`src/rtl/brtrace_filter.sv`:
```
module brtrace_filter #(
  parameter int AW    = 16,
  parameter int DEPTH = 8,
  parameter int CW    = 16
) (
  input  logic                  clk,
  input  logic                  rst_n,
  input  logic                  cfg_filter_on,
  input  logic [2:0]            cfg_src_en,
  input  logic [1:0]            cfg_dir_mode,
  input  logic [1:0]            cfg_tgt_mode,
  input  logic [1:0]            cfg_path_mode,
  input  logic [3:0]            cfg_priv_mask,
  input  logic [3:0]            dflt_priv_mask,
  input  logic                  cnt_en,
  input  logic                  br_valid,
  input  logic [1:0]            br_src,
  input  logic                  br_taken,
  input  logic                  br_tgt_ok,
  input  logic                  br_dir_ok,
  input  logic [1:0]            br_priv,
  input  logic [AW-1:0]         br_addr,
  input  logic [$clog2(DEPTH)-1:0] peek_idx,
  output logic                  cap_strobe,
  output logic [AW+6:0]         cap_record,
  output logic [$clog2(DEPTH)-1:0] wr_ptr,
  output logic                  buf_full,
  output logic [CW-1:0]         cap_count,
  output logic [AW+6:0]         peek_data
);
  localparam int PW = $clog2(DEPTH);
  localparam int RW = AW + 7;

  function automatic logic sel_ok(input logic [1:0] m, input logic c);
    return c ? m[1] : m[0];
  endfunction

  logic [3:0]    src_en4;
  logic [3:0]    eff_mask;
  logic          filt_pass;
  logic          hit;
  logic [RW-1:0] rec;
  logic [RW-1:0] mem [DEPTH];

  assign src_en4   = {1'b0, cfg_src_en};
  assign eff_mask  = (cfg_priv_mask != 4'd0) ? cfg_priv_mask : dflt_priv_mask;
  assign filt_pass = src_en4[br_src]
                   & sel_ok(cfg_dir_mode,  br_taken)
                   & sel_ok(cfg_tgt_mode,  br_tgt_ok)
                   & sel_ok(cfg_path_mode, br_dir_ok)
                   & eff_mask[br_priv];
  assign hit       = br_valid & (~cfg_filter_on | filt_pass);
  assign rec       = {br_priv, br_src, br_taken, br_tgt_ok, br_dir_ok, br_addr};
  assign peek_data = mem[peek_idx];

  always_ff @(posedge clk) begin
    if (!rst_n) begin
      cap_strobe <= 1'b0;
      cap_record <= '0;
      wr_ptr     <= '0;
      buf_full   <= 1'b0;
      cap_count  <= '0;
    end else begin
      cap_strobe <= hit;
      if (hit) begin
        cap_record <= rec;
        wr_ptr     <= wr_ptr + 1'b1;
        if (wr_ptr == PW'(DEPTH - 1)) buf_full <= 1'b1;
        if (cnt_en) cap_count <= cap_count + 1'b1;
      end
    end
  end

  always_ff @(posedge clk) begin
    if (hit) mem[wr_ptr] <= rec;
  end

  AST_STROBE_NEEDS_VALID: assert property (@(posedge clk) disable iff (!rst_n)
    cap_strobe |-> $past(br_valid));
  AST_PTR_STEP: assert property (@(posedge clk) disable iff (!rst_n)
    cap_strobe |-> wr_ptr == PW'($past(wr_ptr) + 1'b1));
  AST_PTR_HOLD: assert property (@(posedge clk) disable iff (!rst_n)
    !cap_strobe |-> $stable(wr_ptr));
  AST_FULL_STICKY: assert property (@(posedge clk) disable iff (!rst_n)
    buf_full |=> buf_full);
  AST_CNT_STEP: assert property (@(posedge clk) disable iff (!rst_n)
    (cap_strobe && $past(cnt_en)) |-> cap_count == CW'($past(cap_count) + 1'b1));
  AST_CNT_HOLD: assert property (@(posedge clk) disable iff (!rst_n)
    !(cap_strobe && $past(cnt_en)) |-> $stable(cap_count));
  AST_SRC3_BLOCKED: assert property (@(posedge clk) disable iff (!rst_n)
    (cap_strobe && $past(cfg_filter_on)) |-> cap_record[AW+4:AW+3] != 2'd3);
  AST_DIR_ZERO: assert property (@(posedge clk) disable iff (!rst_n)
    (cap_strobe && $past(cfg_filter_on)) |-> $past(cfg_dir_mode) != 2'd0);
  AST_TGT_ZERO: assert property (@(posedge clk) disable iff (!rst_n)
    (cap_strobe && $past(cfg_filter_on)) |-> $past(cfg_tgt_mode) != 2'd0);
  AST_PATH_ZERO: assert property (@(posedge clk) disable iff (!rst_n)
    (cap_strobe && $past(cfg_filter_on)) |-> $past(cfg_path_mode) != 2'd0);
endmodule

```
`config.mk`:
```
export PLATFORM = sky130hd
export DESIGN_NAME = brtrace_filter
export DESIGN_NICKNAME = d
export VERILOG_FILES = /design/src/rtl/brtrace_filter.sv
export SDC_FILE = /design/constraint.sdc
export NUM_CORES = 1
export LEC_CHECK = 0
export ABC_AREA = 0
export BUFFER_PORTS_ARGS = -buffer_cell sky130_fd_sc_hd__buf_4
export CAP_MARGIN = 30
export CORE_MARGIN = 4
export CORE_UTILIZATION = 40
export DETAILED_ROUTE_END_ITERATION = 10
export PLACE_DENSITY_LB_ADDON = 0.15
export SKIP_CTS_REPAIR_TIMING = 1
export SLEW_MARGIN = 20
export SYNTH_ARGS = -nofsm -noshare
export SYNTH_HDL_FRONTEND = slang
export SYNTH_SLANG_ARGS = --single-unit
```
`constraint.sdc`:
```
create_clock -name clk -period 12.3 [get_ports clk]
set_input_delay 1.23 -clock clk [delete_from_list [all_inputs] [get_ports clk]]
set_output_delay 1.23 -clock clk [all_outputs]
set_load 0.01 [all_outputs]
```
==> flow_summary.toml <==
[run_status]
outcome = "finished, final reports clean"

[route]
detail_route.first_pass.iterations = 5
viasPerCell = 5.44
drt-wirelength-per-cell_um = 21.7
drt_iter0_drc = 371
route.vias.total = 5306
route.detailed.drc = 0
drt_wl_total_um = 21200
drt.antenna.violating_nets = 0

[pwr]
pwr-share-comb_pct = 6.6
switchingPower_mw = 0.342
power_frac_clock_pct = 43.2
power-per-cell-area_mw_per_mm2 = 150
worst_ir_drop_vdd_v = 0.0000724
netSwitchingFraction_pct = 20.2
power.static_leakage_nw = 3.81
share_seq_of_total_power_pct = 50.2
design_internal_power_mw = 1.35
power.total_mw = 1.69

[layout]
final_nets = 723
stdcell_count = 975
finalCoreUtilization_pct = 49.8
area.growth.synth_to_final_pct = 22.9
area_of_all_placed_cells_without_fillers_sq_mm = 0.0112
final.fill_count = 1905
post_route_cells_drive_above_1_share_pct = 35.8
antenna_cells = 0

[grt]
met2_usage_grt_pct = 28.9
grt_usage_pct = 16.6
met3_usage_pct = 3.42
grt_max_degree = 47
global_route.usage.met1_pct = 21.7
grt_first_pass_wirelength_um = 33000
grt_pass1_vias = 5629
antenna_found_initial = 0
grt.overflow.total = 0
grt_most_used_layer = "met2"

[clocking]
clock_latency_at_the_later_pin_of_the_worst_skew_pair_ns = 0.50
cts_root_buf = "sky130_fd_sc_hd__clkbuf_16"
clock-sinks = 228
cts_buffers = 24
path_clk_slew_ns = 0.06
clock_tree.htree_level_count = 1
maximum_buffer_depth_of_the_clock_tree = 3
tritoncts_clock_tree = "built"

[place]
placement.setup.worst_slack_ns = 7.98
placed_area_sq_mm = 0.0104
placedCellCount = 930
final_estimated_routing_congestion_in_global_placement = 0.787
dpl.hpwl_um = 12600
io_buffer_count = 114

[sta]
max-slew-margin-rel_pct = 53.9
worst_slack_ns = 8.23
period_minus_slack_ns = 4.07
achievable_freq_mhz = 246
setup_total_negative_slack_ns = 0
clock-skew-final_ns = 0.00717
post_route_fraction_of_the_period_consumed_by_the_critical_path_pct = 33.1
holdWs_ns = 0.465
timing_max_transition_violations_final = 0
setup_violations = 0
hold_violations = 0
worst_pin_slew_ns = 0.691
unrepaired_setup_endpoints_after_global_routing = "no"

[yosys]
syn_inst_count = 550
edff_count_synth = 184
syn-cell-area_sq_mm = 0.00915
ys.flop_type = "sky130_fd_sc_hd__edfxtp_1"
synth_warnings = 0
mean_area_per_synthesized_cell_sq_um = 16.6
synth.ff_latch_count = 228
synth-async-reset-ratio_pct = 0
postSynthNetCount = 601
synth.distinct_cells = 41
synth.yosys.seq_area_share_pct = 70.0

[die]
die-width_um = 159
floorplan.rows = 55
io-pin-count = 115
placeableCoreArea_sq_mm = 0.0226
area_of_the_die_sq_mm = 0.0254
initial_utilization_pct = 40.5
die_h_um = 159

[worst_setup_path]
timing.critical_path.arrival_ns = 2.84
crit_path_start_kind = "input pin"
cp_data_required_time_ns = 11.07
type_of_element_capturing_the_critical_path = "output pin"
timing.setup.critical_path_class = "input pin to output pin"
timing.critical_path.fanout_max = 32

[flow_run]
max_cap_violations = 0

[min_path]
holdCritPathClass = "flip-flop to flip-flop"
## placed cells by master (no fill, tap or decap), types with 3 or more instances in the layout
master                      synthesis  final
sky130_fd_sc_hd__edfxtp_1         184    184
sky130_fd_sc_hd__buf_4              0    126
sky130_fd_sc_hd__clkinv_1           0      3
sky130_fd_sc_hd__a21oi_1           28     28
sky130_fd_sc_hd__ha_1               3      3
sky130_fd_sc_hd__clkbuf_8           0      3
sky130_fd_sc_hd__nand2_1           30     30
sky130_fd_sc_hd__nand3_1           36     36
sky130_fd_sc_hd__nor2_1            11     10
sky130_fd_sc_hd__clkbuf_16          0     25
sky130_fd_sc_hd__clkbuf_1          25      5
sky130_fd_sc_hd__o21ai_0           27     27
sky130_fd_sc_hd__nand2b_1          14     14
sky130_fd_sc_hd__o41ai_1            5      5
sky130_fd_sc_hd__bufinv_16          0      3
sky130_fd_sc_hd__inv_1              3      3
sky130_fd_sc_hd__mux4_2            46     46
sky130_fd_sc_hd__dfxtp_1           44     44
sky130_fd_sc_hd__nand4_1            5      5
sky130_fd_sc_hd__mux2_2            23     23
sky130_fd_sc_hd__mux2i_1           18     18
sky130_fd_sc_hd__clkinv_2           0      4
sky130_fd_sc_hd__o31ai_1            3      3
## flip-flops by register name, indices dropped and copies added (netlist names)
name,count
buf_full,1
cap_count,16
cap_record,23
cap_strobe,1
mem,184
wr_ptr,3
## worst max-delay path, stage by stage
cell and delay, ns:
sky130_fd_sc_hd__buf_4 0.29, sky130_fd_sc_hd__buf_16 0.30, sky130_fd_sc_hd__mux4_2 0.55, sky130_fd_sc_hd__mux2_2 0.29, sky130_fd_sc_hd__buf_4 0.15
## layout make-up
class | count | area (sq um) | share of cell area, %
clock inverter | 11 | 129 | 1.15
inverter | 3 | 11.3 | 0.100
multi-input combinational | 287 | 2660 | 23.6
tap | 285 | 357 | 3.17
timing repair buffer | 128 | 1000 | 8.90
clock buffer | 33 | 686 | 6.10
sequential | 228 | 6410 | 57.0
## path summary, 6_finish.rpt
| check | start | end | slack, ns | cells after the start |
|---|---|---|---|---|
| setup / recovery | peek_idx[0] | peek_data[21] | 8.23 | 5 |
| hold / removal | cap_record[4] | cap_record[4] | 0.46 | 2 |
| setup reg to reg | cap_count[3] | cap_count[13] | 10.29 | 5 |
| hold reg to reg | cap_record[4] | cap_record[4] | 0.46 | 2 |
## power groups by stage
stage / sequential, mW / clock, mW / combinational (mW)
after floorplan: 0.867 / 0 / 0.0539
after global placement: 0.865 / 0 / 0.109
after detailed placement: 0.866 / 0 / 0.112
after CTS: 0.850 / 0.748 / 0.113
after global routing: 0.850 / 0.784 / 0.121
final: 0.850 / 0.730 / 0.111
## cells by family after synthesis
kind of cell | after synthesis | share of synthesized area (%)
AND/OR/NAND/NOR | 121 | 6.90
flip-flops | 228 | 70.0
AO/OA/AOI/OAI | 76 | 5.04
multiplexers | 87 | 16.1
adder cells (fa/ha/maj) | 3 | 0.410
buffers and inverters | 35 | 1.53
## layer usage
metal,share of wire [%],routed length [um]
met5,0,0
met4,0.97,206
met3,5.8,1220
met2,51,10700
met1,43,9030
## synth_stat cells, drive strengths merged, types with 2 or more instances
cell type	number	area share [%]
a211oi	2	0.22
a21oi	28	1.5
and3	2	0.14
and4	2	0.19
buf	7	0.38
clkbuf	25	1.0
dfxtp	44	9.6
edfxtp	184	60
ha	3	0.41
inv	3	0.12
mux2	23	2.8
mux2i	18	2.0
mux4	46	11
nand2	30	1.2
nand2b	14	0.96
nand3	36	2.0
nand4	5	0.34
nor2	11	0.45
nor2b	3	0.21
nor3	4	0.22
nor3b	3	0.25
nor4b	4	0.38
o211ai	2	0.16
o21ai	28	1.5
o31ai	3	0.25
o41ai	5	0.48
or3	2	0.14
or4b	2	0.22
Note: power is estimated with default switching activity, not from simulation.
